## src/rtl/gbs_pkg.sv

```systemverilog
package gbs_pkg;
  localparam int FUNC_W   = 5;
  localparam int ADDR_W   = 4;
  localparam int NUM_FUNC = 1 << FUNC_W;

  localparam logic [FUNC_W-1:0] F_CLEAR      = FUNC_W'(9);
  localparam logic [FUNC_W-1:0] F_TEST       = FUNC_W'(25);
  localparam logic [FUNC_W-1:0] F_READ_LIMIT = FUNC_W'(8);

  typedef struct packed {
    logic              stb;
    logic              init;
    logic              clr;
    logic [FUNC_W-1:0] func;
    logic [ADDR_W-1:0] addr;
  } bus_cmd_t;

  localparam int CMD_W = $bits(bus_cmd_t);
endpackage

```

## src/rtl/gbs_sync.sv

```systemverilog
module gbs_sync #(
  parameter int W      = 1,
  parameter int STAGES = 2
) (
  input  logic         clk,
  input  logic         rst,
  input  logic [W-1:0] d,
  output logic [W-1:0] q
);
  logic [STAGES-1:0][W-1:0] st;

  always_ff @(posedge clk) begin
    if (rst) begin
      st <= '0;
    end else begin
      st[0] <= d;
      for (int i = 1; i < STAGES; i++) st[i] <= st[i-1];
    end
  end

  assign q = st[STAGES-1];
endmodule

```

## src/rtl/gbs_oneshot.sv

```systemverilog
module gbs_oneshot #(
  parameter int LEN = 8
) (
  input  logic clk,
  input  logic rst,
  input  logic abort,
  input  logic trig,
  output logic active
);
  localparam int CW = $clog2(LEN + 1);

  logic [CW-1:0] cnt;

  always_ff @(posedge clk) begin
    if (rst || abort)     cnt <= '0;
    else if (trig)        cnt <= CW'(LEN);
    else if (cnt != '0)   cnt <= cnt - CW'(1);
  end

  assign active = (cnt != '0);

  AST_ONESHOT_BOUND: assert property (@(posedge clk) disable iff (rst)
    cnt <= CW'(LEN));
  AST_ONESHOT_LOAD: assert property (@(posedge clk) disable iff (rst)
    (trig && !abort) |=> active);
  AST_ONESHOT_ABORT: assert property (@(posedge clk) disable iff (rst)
    abort |=> !active);
endmodule

```

## src/rtl/gbs_cmd_filter.sv

```systemverilog
module gbs_cmd_filter
  import gbs_pkg::*;
(
  input  logic                clk,
  input  logic                rst,
  input  logic                stb_rise,
  input  logic                busy,
  input  logic [FUNC_W-1:0]   func,
  output logic [NUM_FUNC-1:0] accept
);
  logic allow;

  always_comb begin
    allow = !busy || (func < F_READ_LIMIT) || (func == F_CLEAR);
  end

  always_ff @(posedge clk) begin
    if (rst)                    accept <= '0;
    else if (stb_rise && allow) accept <= NUM_FUNC'(1) << func;
    else                        accept <= '0;
  end

  AST_ACCEPT_ONEHOT: assert property (@(posedge clk) disable iff (rst)
    $onehot0(accept));
  AST_TEST_BLOCKED_BUSY: assert property (@(posedge clk) disable iff (rst)
    accept[F_TEST] |-> !$past(busy));
endmodule

```

## src/rtl/gate_busy_seq.sv

```systemverilog
module gate_busy_seq
  import gbs_pkg::*;
#(
  parameter int SYNC_STAGES = 2,
  parameter int TEST_WIDTH  = 6,
  parameter int TIMER_A_LEN = 20,
  parameter int TIMER_B_LEN = 35
) (
  input  logic                clk,
  input  logic                rst,
  input  logic                panel_gate_i,
  input  logic                panel_clear_i,
  input  logic                bus_strobe_i,
  input  logic                bus_init_i,
  input  logic                bus_clear_i,
  input  logic [FUNC_W-1:0]   bus_func_i,
  input  logic [ADDR_W-1:0]   bus_addr_i,
  output logic                busy_o,
  output logic                conv_release_o,
  output logic                conv_gate_o,
  output logic                ped_inject_o,
  output logic                dig_clk_en_o,
  output logic                readout_en_o,
  output logic                test_pulse_o,
  output logic [1:0]          dig_timer_o,
  output logic [NUM_FUNC-1:0] cmd_accept_o
);
  localparam int SW = 2 + CMD_W;

  // synchronised view of every asynchronous input
  logic [SW-1:0] raw_in, sync_q;
  logic          gate_s, pclr_s;
  bus_cmd_t      cmd_s;

  assign raw_in = {panel_gate_i, panel_clear_i,
                   bus_strobe_i, bus_init_i, bus_clear_i, bus_func_i, bus_addr_i};

  gbs_sync #(.W(SW), .STAGES(SYNC_STAGES)) u_sync (
    .clk (clk),
    .rst (rst),
    .d   (raw_in),
    .q   (sync_q)
  );

  assign {gate_s, pclr_s, cmd_s} = sync_q;

  // state
  logic stb_prev, gate_en_q, ped_q, rel_q, busy_q;
  logic test_act;

  // decoded conditions
  logic bus_clr, clear_req, stb_rise, gate_src, gate_act, set_busy, test_fire;

  always_comb begin
    bus_clr   = cmd_s.stb && (cmd_s.init || cmd_s.clr ||
                              (cmd_s.func == F_CLEAR && cmd_s.addr == '0));
    clear_req = pclr_s || bus_clr;
    stb_rise  = cmd_s.stb && !stb_prev;
    gate_src  = gate_s || test_act;
    gate_act  = gate_src && !busy_q && !clear_req;
    set_busy  = !clear_req && gate_en_q && !gate_src;
    test_fire = stb_rise && !busy_q && !clear_req &&
                cmd_s.func == F_TEST && cmd_s.addr == '0;
  end

  always_ff @(posedge clk) begin
    if (rst) begin
      stb_prev  <= 1'b0;
      gate_en_q <= 1'b0;
      ped_q     <= 1'b0;
      rel_q     <= 1'b0;
      busy_q    <= 1'b0;
    end else begin
      stb_prev  <= cmd_s.stb;
      gate_en_q <= gate_act;
      ped_q     <= gate_act;
      if (clear_req)     rel_q <= 1'b0;
      else if (gate_act) rel_q <= 1'b1;
      if (clear_req)     busy_q <= 1'b0;
      else if (set_busy) busy_q <= 1'b1;
    end
  end

  // internal test gate generator
  gbs_oneshot #(.LEN(TEST_WIDTH)) u_test (
    .clk    (clk),
    .rst    (rst),
    .abort  (clear_req),
    .trig   (test_fire),
    .active (test_act)
  );

  // digitisation-control one-shots
  for (genvar i = 0; i < 2; i++) begin : g_timer
    localparam int LEN_I = (i == 0) ? TIMER_A_LEN : TIMER_B_LEN;
    gbs_oneshot #(.LEN(LEN_I)) u_tmr (
      .clk    (clk),
      .rst    (rst),
      .abort  (clear_req),
      .trig   (set_busy),
      .active (dig_timer_o[i])
    );
  end

  gbs_cmd_filter u_filter (
    .clk      (clk),
    .rst      (rst),
    .stb_rise (stb_rise),
    .busy     (busy_q),
    .func     (cmd_s.func),
    .accept   (cmd_accept_o)
  );

  assign busy_o         = busy_q;
  assign conv_release_o = rel_q;
  assign conv_gate_o    = gate_en_q;
  assign ped_inject_o   = ped_q;
  assign dig_clk_en_o   = busy_q;
  assign readout_en_o   = busy_q;
  assign test_pulse_o   = test_act;

  AST_CLEAR_FORCES_READY: assert property (@(posedge clk) disable iff (rst)
    clear_req |=> (!busy_q && !rel_q));
  AST_RELEASE_ON_GATE: assert property (@(posedge clk) disable iff (rst)
    gate_en_q |-> rel_q);
  AST_BUSY_ON_TRAIL: assert property (@(posedge clk) disable iff (rst)
    $rose(busy_q) |-> ($past(gate_en_q) && !$past(gate_src)));
  AST_BUSY_BLOCKS_GATE: assert property (@(posedge clk) disable iff (rst)
    busy_q |-> (!gate_en_q && !ped_q));
  AST_TIMERS_ON_BUSY: assert property (@(posedge clk) disable iff (rst)
    $rose(busy_q) |-> (&dig_timer_o));
endmodule

```

## config.mk

```make
export PLATFORM = sky130hd
export DESIGN_NAME = gate_busy_seq
export DESIGN_NICKNAME = d
export VERILOG_FILES = /design/src/rtl/gbs_pkg.sv /design/src/rtl/gbs_sync.sv /design/src/rtl/gbs_oneshot.sv /design/src/rtl/gbs_cmd_filter.sv /design/src/rtl/gate_busy_seq.sv
export SDC_FILE = /design/constraint.sdc
export NUM_CORES = 1
export LEC_CHECK = 0
export ABC_AREA = 1
export CAP_MARGIN = 20
export CORE_MARGIN = 3
export CORE_UTILIZATION = 40
export CTS_BUF_LIST = sky130_fd_sc_hd__clkbuf_16
export CTS_CLUSTER_SIZE = 8
export DETAILED_ROUTE_END_ITERATION = 6
export DONT_BUFFER_PORTS = 1
export GPL_ROUTABILITY_DRIVEN = 0
export SYNTH_ARGS = -nofsm -noshare
export SYNTH_HDL_FRONTEND = slang
export SYNTH_SLANG_ARGS = --single-unit
export TNS_END_PERCENT = 5
```

## constraint.sdc

```tcl
create_clock -name clk -period 4.07 [get_ports clk]
set_input_delay 0.814 -clock clk [delete_from_list [all_inputs] [get_ports clk]]
set_output_delay 0.814 -clock clk [all_outputs]
set_load 0.02 [all_outputs]
```

==> results.cfg, run 1 <==
[routing]
viasPerCell = 4.29
dr.pass1.iters = 4
ant_nets = 0
drt-initial-drc-count = 64
drc = 0
postRouteWirelength_mm = 4.34
vias = 1749
avgRoutedWirePerCell_um = 10.6

[yosys]
synth_top_cell_area_share = 0.564
syn_area_um2 = 2770
synth.distinct_cells = 29
syn_inst = 327
syn_avg_cell_area_um2 = 8.47
syn-num-nets = 348
ys_seq_area_frac = 0.564
synth_seq_cells = 78
netlist_top_cells_area = dfxtp_1 (56%), nor2_1 (12%), inv_1 (8.3%)
yosysTopAreaCell = dfxtp_1
ys_warn_count = 0

[floorplanning]
coreArea_um2 = 6530
rows = 29
ios = 57
die_y_um = 89.2
initial_utilization = 0.424
die_w_um = 89.2
die_area_um2 = 7960

[timing]
period_share = 0.541
timing.hold.ws_ns = 0.395
fin_worst_skew_ns = 0.00547
rsz0062_at_grt = no
finalHoldViolCount = 0
final-setup-viol-count = 0
fmax_mhz = 454
worst_slew_pin_slew_ns = 0.858
period_needed_ns = 2.20
slew_headroom = 0.427
maxSlewViolCount = 0
setup_slack_ns = 1.87
tns_ns = 0

[clocking]
clkSlewWorstSetupHoldPaths_ns = 0.06
cts_sinks = 78
cts_hold_buf = 0
numCtsBuffers = 9
h-tree-depth = 3
clock_path_buffers = 2
ctsResizeCount = 0
cts_tree = yes
insertion_delay_ns = 0.33
post_cts_buffers = 0
cts_root_buf = clkbuf_16

[cells_and_area]
final_area_um2 = 3090
fin_nets = 347
layout-drive-gt1-share = 0.103
area_growth_syn_to_layout_pct = 11.7
nFillCells = 627
n_antenna_cell = 0
final_util = 0.474

[setup_path]
r2r-end = g_timer[1].u_tmr.cnt[1]
endpoint_kind = primary output
required_ns = 3.26
r2r_start = g_timer[1].u_tmr.cnt[0]
startpoint_type = flip-flop
cpPeakStageDelay_ns = 0.44
r2r_slack_ns = 2.47
cp_slowest_cell = nand4_1
r2r_cells = 6
crit_start = g_timer[1].u_tmr.cnt[0]
crit_type = flip-flop to primary output
path_max_fanout = 9
cp.arrival_ns = 1.39
crit_chain = inv_1 > ha_1 > nand4_1

[global_route]
grt.total_usage = 0.120
grt_overflow = 0
grt_pass1_vias = 1567
grt_max_degree = 33
antenna_found_initial = 0
grt_pass1_wl_mm = 7.14

[placed_design]
placed_cell_area_um2 = 2770
post-place-ws_ns = 2.20
dp_hpwl_mm = 3.11
portBuffers = 0

[outcome]
status = finished, final reports clean

[hold_path]
hold_path.class = flip-flop to flip-flop
min_from = u_sync.st[13]
hold_depth = 2
holdPathEnd = u_sync.q[13]

[power]
power.leakage_nw = 1.42
peakVddDrop_mv = 0.279
power.density_nw_per_um2 = 651

[run]
cap_viol_max_count = 0
flip-flops by register name, indices dropped and copies added (netlist names):
signal and cells:
u_sync.q 14, u_sync.st 14, g_timer.u_tmr.cnt 11, stb_prev 1, conv_release_o 1, busy_o 1, ped_inject_o 1, u_filter.accept 32
u_test.cnt 3
kinds of logic (layout without fill, tap and decap cells):
logic type      Yosys count  in the layout  share of synthesized area
simple gates            156            156                      0.257
compound gates            9              9                     0.0235
buf+inv                  75             79                      0.120
xor+xnor                  4              4                     0.0127
flops                    78             78                      0.564
fa+ha+maj                 5              5                     0.0226
cell usage after synthesis:
cell / count
nand2_1: 31
nand3_2: 1
buf_4: 5
inv_1: 61
xnor2_1: 2
nand3_4: 2
or2_2: 2
ha_1: 5
dfxtp_1: 78
nor3_1: 2
nor3_2: 1
nor4_1: 1
nand2_2: 3
nand3_1: 18
nand4_1: 3
o21ai_0: 3
xor2_1: 2
buf_6: 4
nand2_4: 2
inv_2: 1
a31oi_1: 1
nor2_2: 3
inv_4: 1
o211ai_4: 1
nor2_1: 86
clkbuf_1: 3
o211ai_1: 1
a21oi_1: 3
nor2_8: 1
routing by layer:
layer | GRT usage | up-vias | part of all wire
li1 | - | 958 | -
met1 | 0.153 | 737 | 0.48
met2 | 0.173 | 46 | 0.45
met3 | 0.0461 | 8 | 0.057
met4 | 0.0650 | 0 | 0.020
met5 | 0 | - | 0
report_power, final:
group          switching (mW)  leakage [nW]  total, mW  internal [mW]
clock network           0.301         0.160      0.840          0.538
logic                   0.208         0.622      0.328          0.120
registers              0.0298         0.637      0.846          0.816
total                   0.539          1.42       2.01           1.47
worst max path at each step:
| stage | endpoint | slack [ns] | depth (start not counted) |
|---|---|---|---|
| 2_1_floorplan | dig_timer_o[1] | 2.21 | 4 |
| 3_3_place_gp | dig_timer_o[1] | 2.24 | 3 |
| 3_5_place_dp | dig_timer_o[1] | 2.20 | 3 |
| 4_1_cts | dig_timer_o[1] | 1.85 | 3 |
| 5_1_grt | dig_timer_o[1] | 1.77 | 3 |
| 6_report | dig_timer_o[1] | 1.87 | 3 |
layout by cell type (no fill, tap or decap), types with 2 or more instances in the layout:
cell type / n
nand3_4: 2
clkinv_4: 2
nand2_2: 3
or2_2: 2
nor2_1: 86
nand2_4: 2
nand3_1: 18
nor3_1: 2
xnor2_1: 2
bufinv_16: 2
dfxtp_1: 78
nand2_1: 31
nor2_2: 3
ha_1: 5
inv_1: 61
o21ai_0: 3
clkbuf_16: 9
nand4_1: 3
a21oi_1: 3
clkinv_2: 2
xor2_1: 2
through the flow:
stage               power (mW)  std cells
floorplan                 1.17        327
global placement          1.19        392
detailed placement        1.20        392
CTS                       2.04        408
global route              2.13        408
finish                    2.01        408
critical path, delay by kind of cell, from the launching register on:
kind	cells	cell delay, ns
flops	1	0.29
simple gates	1	0.44
buf+inv	1	0.15
fa+ha+maj	1	0.18
area by class of cell:
type | instances | area [um^2] | share of cell area
flip-flops and latches | 78 | 1560 | 0.505
multi-input cells | 174 | 875 | 0.283
inverters | 63 | 239 | 0.0773
clock buffers | 9 | 225 | 0.0728
clock inverters | 7 | 96.3 | 0.0311
well taps | 77 | 96.3 | 0.0311
(Power assumes the default switching activity.)
==> inputs of run 2 (changes only) <==
--- a/config.mk
+++ b/config.mk
@@ -5,7 +5,7 @@
 export SDC_FILE = /design/constraint.sdc
 export NUM_CORES = 1
 export LEC_CHECK = 0
-export ABC_AREA = 1
+export ABC_AREA = 0
 export CAP_MARGIN = 20
 export CORE_MARGIN = 3
 export CORE_UTILIZATION = 40
==> constraint.sdc (replaced) <==
create_clock -name clk -period 1.9 [get_ports clk]
set_input_delay 0.38 -clock clk [delete_from_list [all_inputs] [get_ports clk]]
set_output_delay 0.38 -clock clk [all_outputs]
set_load 0.02 [all_outputs]
==> run 2 against run 1 <==
Synthesized cell count is 25% lower. Count of clock-buffer cells in the layout unchanged. Non-clock buffer count rose by 7. Global-route usage fell by 0.078 points. Area after synthesis is 8.5% lower. Die area down 7.9%. Register-to-register slack worse by 2.2 ns. Clock power up 110%. Core utilization is 1.1 points higher. Worst hold slack got worse by 0.28 ns. First-iteration DRC count increased by 55%.
==> results.cfg, run 2 <==
[yosys]
syn_inst = 245
synth_top_cell_area_share = 0.616
yosysTopAreaCell = dfxtp_1
synth_seq_cells = 78
async_flop_share = 0
syn_avg_cell_area_um2 = 10.3
synth-main-ff-cell = dfxtp_1
synth-edff-count = 0
syn_area_um2 = 2530
syn-num-nets = 266
ys_seq_area_frac = 0.616
synth_common_cells = dfxtp_1 (78), nor2_1 (43), nor2b_1 (31)
ys_warn_count = 0
synth_most_common_cell = dfxtp_1
synth.distinct_cells = 33
netlist_top_cells_area = dfxtp_1 (62%), nor2b_1 (7.7%), nor2_1 (6.4%)

[outcome]
status = finished, final reports clean

[global_route]
grt_max_degree = 33
antenna_found_initial = 0
grt.total_usage = 0.119
grt_overflow = 0
grt_pass1_wl_mm = 6.60
grt_pass1_vias = 1342

[setup_path]
cpPeakStageDelay_ns = 0.37
path_max_fanout = 6
cp.arrival_ns = 1.45
crit_type = flip-flop to primary output
startpoint_type = flip-flop
endpoint_kind = primary output
crit_family = flip-flops
cp.buffers_inverters = 2
required_ns = 1.52
cp_slowest_cell = dfxtp_1
crit_chain = inv_1 > ha_1 > nand3b_1 > buf_4

[floorplanning]
die_w_um = 85.6
die_area_um2 = 7320
coreArea_um2 = 6030
die_y_um = 85.6
initial_utilization = 0.420
rows = 28
ios = 57

[cells_and_area]
largest-register = u_filter.accept
largest_reg_flops = 32
layout-drive-gt1-share = 0.118
final_cell_mix = dfxtp_1 (78), nor2_1 (43), nor2b_1 (31)
n_antenna_cell = 0
fin_nets = 272
mostFrequentLayoutCell = dfxtp_1
area_growth_syn_to_layout_pct = 15.2

[power]
power.density_nw_per_um2 = 1470
peakVddDrop_mv = 0.839
power.leakage_nw = 1.16

[timing]
timing.hold.ws_ns = 0.114
tns_ns = 0
period_needed_ns = 1.83
final-setup-viol-count = 0
maxSlewViolCount = 0
finalHoldViolCount = 0
fmax_mhz = 548
period_share = 0.961
rsz0062_at_grt = no
worst_slew_pin_slew_ns = 0.364
fin_worst_skew_ns = 0.00459
slew_headroom = 0.755

[routing]
avgRoutedWirePerCell_um = 12.4
vias = 1530
dr.pass1.iters = 5
postRouteWirelength_mm = 4.09
ant_nets = 0
drt-initial-drc-count = 99
viasPerCell = 4.64
drc = 0

[clocking]
ctsResizeCount = 0
post_cts_buffers = 0
cts_root_buf = clkbuf_16
clkSlewWorstSetupHoldPaths_ns = 0.06
clock_path_buffers = 2
h-tree-depth = 3
cts_tree = yes
insertion_delay_ns = 0.33
cts_sinks = 78
numCtsBuffers = 9

[hold_path]
hold_path.class = input port to flip-flop

[placed_design]
dp_hpwl_mm = 2.84
portBuffers = 0

[run]
cap_viol_max_count = 0
==> run 2: changes by cell type after synthesis, sizes merged, moves of 5 or more <==
cell,before,now
inv,63,8
nor2,90,43
nor2b,0,31
nand2,36,15
nand3,21,2
nor3,3,8
==> run 2: power breakdown <==
group	internal [mW]	switching, mW	leakage (nW)
Combinational	0.323	0.349	0.373
Sequential	1.75	0.0849	0.637
Clock	1.14	0.632	0.152
==> run 2: worst register-to-register path: cells and delay by family, from the launching register on <==
kind                     cells  cell delay, ns
AO/OA/AOI/OAI                1            0.08
flip-flops                   1            0.33
buffers and inverters        1            0.06
AND/OR/NAND/NOR              4            1.01
adder cells (fa/ha/maj)      1            0.14
==> run 2: routing by layer <==
layer	GRT usage	wire, um
met5	0	0
met4	0.0691	69
met3	0.0567	315
met2	0.175	1890
met1	0.141	1820
==> run 2: final cells by class <==
type | count | area (um^2)
multi-input cells | 147 | 870
clock buffers | 9 | 225
flip-flops and latches | 78 | 1560
fillers | 577 | 3110
repair buffers | 7 | 52.6
well taps | 75 | 93.8
inverters | 8 | 30.0
clock inverters | 6 | 86.3
==> run 2: final timing paths <==
check	from	to	slack [ns]	cells after the start
worst max-delay path	g_timer[0].u_tmr.cnt[0]	dig_timer_o[0]	0.07	4
worst min register to register	u_sync.st[13]	u_sync.q[13]	0.43	1
worst min-delay path	rst	stb_prev	0.11	1
worst max register to register	u_test.cnt[0]	g_timer[1].u_tmr.cnt[5]	0.23	7
==> run 2: stage by stage <==
stage	power [mW]	utilization	worst slack (ns)	instances	instance area (um^2)
global route	4.48	0.484	0.00525	330	2920
floorplan	2.45	-	0.281	245	2530
CTS	4.31	0.484	0.0576	330	2920
detailed placement	2.54	0.433	0.243	315	2610
global placement	2.53	0.433	0.299	315	2610
finish	4.28	0.484	0.0738	330	2920
==> run 2: kinds of logic after synthesis <==
kind of cell | share of synthesized area
XOR/XNOR | 0.0242
flip-flops | 0.616
AO/OA/AOI/OAI | 0.0385
buffers and inverters | 0.0405
AND/OR/NAND/NOR | 0.243
multiplexers | 0.0128
adder cells (fa/ha/maj) | 0.0247
==> run 2: what timing repair did <==
item | 4_1_cts | 5_1_grt
hold buffers | 0 | 0
endpoints found under the setup margin | 0 | 1
hold endpoints to repair | 0 | 0
==> inputs of run 3 (changes only) <==
--- a/config.mk
+++ b/config.mk
@@ -14,6 +14,7 @@
 export DETAILED_ROUTE_END_ITERATION = 6
 export DONT_BUFFER_PORTS = 1
 export GPL_ROUTABILITY_DRIVEN = 0
+export SKIP_LAST_GASP = 1
 export SYNTH_ARGS = -nofsm -noshare
 export SYNTH_HDL_FRONTEND = slang
 export SYNTH_SLANG_ARGS = --single-unit
==> constraint.sdc (replaced) <==
create_clock -name clk -period 2.2 [get_ports clk]
set_input_delay 0.44 -clock clk [delete_from_list [all_inputs] [get_ports clk]]
set_output_delay 0.44 -clock clk [all_outputs]
set_load 0.02 [all_outputs]
==> run 3 against run 2 <==
Critical path depth did not move. Global-route usage rose by 0.26 points. Power fell by 16%. Clock power fell by 16%. Count of clock-buffer cells in the layout did not move. Critical endpoint is now test_pulse_o. Largest cell class unchanged.
==> results.cfg, run 3 (synthesized netlist as in run 2, its figures left out) <==
[setup_path]
crit_family = flip-flops
cp.arrival_ns = 1.42
path_max_fanout = 6
startpoint_type = flip-flop
cp_slowest_cell = dfxtp_1
cpPeakStageDelay_ns = 0.33
r2r_cells = 7
r2r-end = g_timer[1].u_tmr.cnt[5]
cp.buffers_inverters = 2
cpMostUsedCell = inv_1
r2r_start = u_test.cnt[0]
r2r_slack_ns = 0.41
endpoint_kind = primary output
crit_chain = or2_2 > inv_1 > ha_1 > inv_1
crit_type = flip-flop to primary output
required_ns = 1.76

[routing]
ant_nets = 0
postRouteWirelength_mm = 4.11
drc = 0
vias = 1468
avgRoutedWirePerCell_um = 12.6
viasPerCell = 4.50
drt-initial-drc-count = 59
dr.pass1.iters = 4

[floorplanning]
initial_utilization = 0.420
die_area_um2 = 7320
die_y_um = 85.6
die_w_um = 85.6
ios = 57
coreArea_um2 = 6030
rows = 28

[cells_and_area]
final_util = 0.478
largest-register = u_filter.accept
fin_nets = 268
final_cell_mix = dfxtp_1 (78), nor2_1 (43), nor2b_1 (31)
n_antenna_cell = 0
layout-drive-gt1-share = 0.0956
fin_cells = 326
largest_reg_flops = 32
area_growth_syn_to_layout_pct = 13.8
mostFrequentLayoutCell = dfxtp_1

[placed_design]
portBuffers = 0
post-place-ws_ns = 0.425
dp_hpwl_mm = 2.82
placedCellCount = 311

[clocking]
cts_tree = yes
h-tree-depth = 3
ctsResizeCount = 0
insertion_delay_ns = 0.33
clkSlewWorstSetupHoldPaths_ns = 0.05
post_cts_buffers = 0
clock_path_buffers = 2
cts_sinks = 78
cts_hold_buf = 0
numCtsBuffers = 9
cts_root_buf = clkbuf_16

[hold_path]
min_from = rst
hold_depth = 1
hold_path.class = input port to flip-flop
holdPathEnd = stb_prev

[timing]
setup_slack_ns = 0.343
period_share = 0.844
period_needed_ns = 1.86
rsz0062_at_grt = no
worst_slew_pin_slew_ns = 0.507
fin_worst_skew_ns = 0.00797
final-setup-viol-count = 0
tns_ns = 0
slew_headroom = 0.662
maxSlewViolCount = 0
fmax_mhz = 539
finalHoldViolCount = 0

[global_route]
grt_pass1_vias = 1361
grt_pass1_wl_mm = 6.73
grt.total_usage = 0.121
grt_overflow = 0
antenna_found_initial = 0
grt_max_degree = 33

[outcome]
status = finished, final reports clean

[power]
peakVddDrop_mv = 0.929
power.density_nw_per_um2 = 1250
power.leakage_nw = 1.15

[run]
cap_viol_max_count = 0
run 3: per-stage QoR:
| stage | area, um^2 | hold WS, ns | power [mW] |
|---|---|---|---|
| final | 2880 | 0.179 | 3.61 |
| after CTS | 2880 | 0.168 | 3.65 |
| after detailed placement | 2580 | 0.420 | 2.15 |
| after floorplan | 2530 | 0.414 | 2.11 |
| after global placement | 2580 | 0.422 | 2.15 |
| after global routing | 2880 | 0.160 | 3.80 |
run 3: layout make-up:
type                            count  area (um^2)
Timing Repair Buffer                3         22.5
Clock inverter                      6         80.1
Fill cell                         578         3140
Tap cell                           75         93.8
Inverter                            8         30.0
Clock buffer                        9          225
Sequential cell                    78         1560
Multi-Input combinational cell    147          870
run 3: worst max path at each step:
stage          cells past startpoint                       to           from
3_3_place_gp                       7  g_timer[1].u_tmr.cnt[5]  u_test.cnt[0]
5_1_grt                            7  g_timer[0].u_tmr.cnt[4]  u_test.cnt[1]
2_1_floorplan                      7  g_timer[0].u_tmr.cnt[1]  u_test.cnt[0]
3_5_place_dp                       7  g_timer[1].u_tmr.cnt[5]  u_test.cnt[0]
4_1_cts                            4             test_pulse_o  u_test.cnt[0]
6_report                           4             test_pulse_o  u_test.cnt[0]
run 3: layer usage:
layer | up-vias | global-route usage | wire length (um)
li1 | 782 | - | -
met1 | 640 | 0.149 | 1930
met2 | 40 | 0.175 | 1830
met3 | 6 | 0.0644 | 290
met4 | 0 | 0.0561 | 63
met5 | - | 0 | 0
run 3: where the power goes:
group	leakage, nW	internal [mW]	switching (mW)
sequential	0.637	1.51	0.0761
clock	0.154	0.975	0.512
combinational	0.354	0.242	0.298
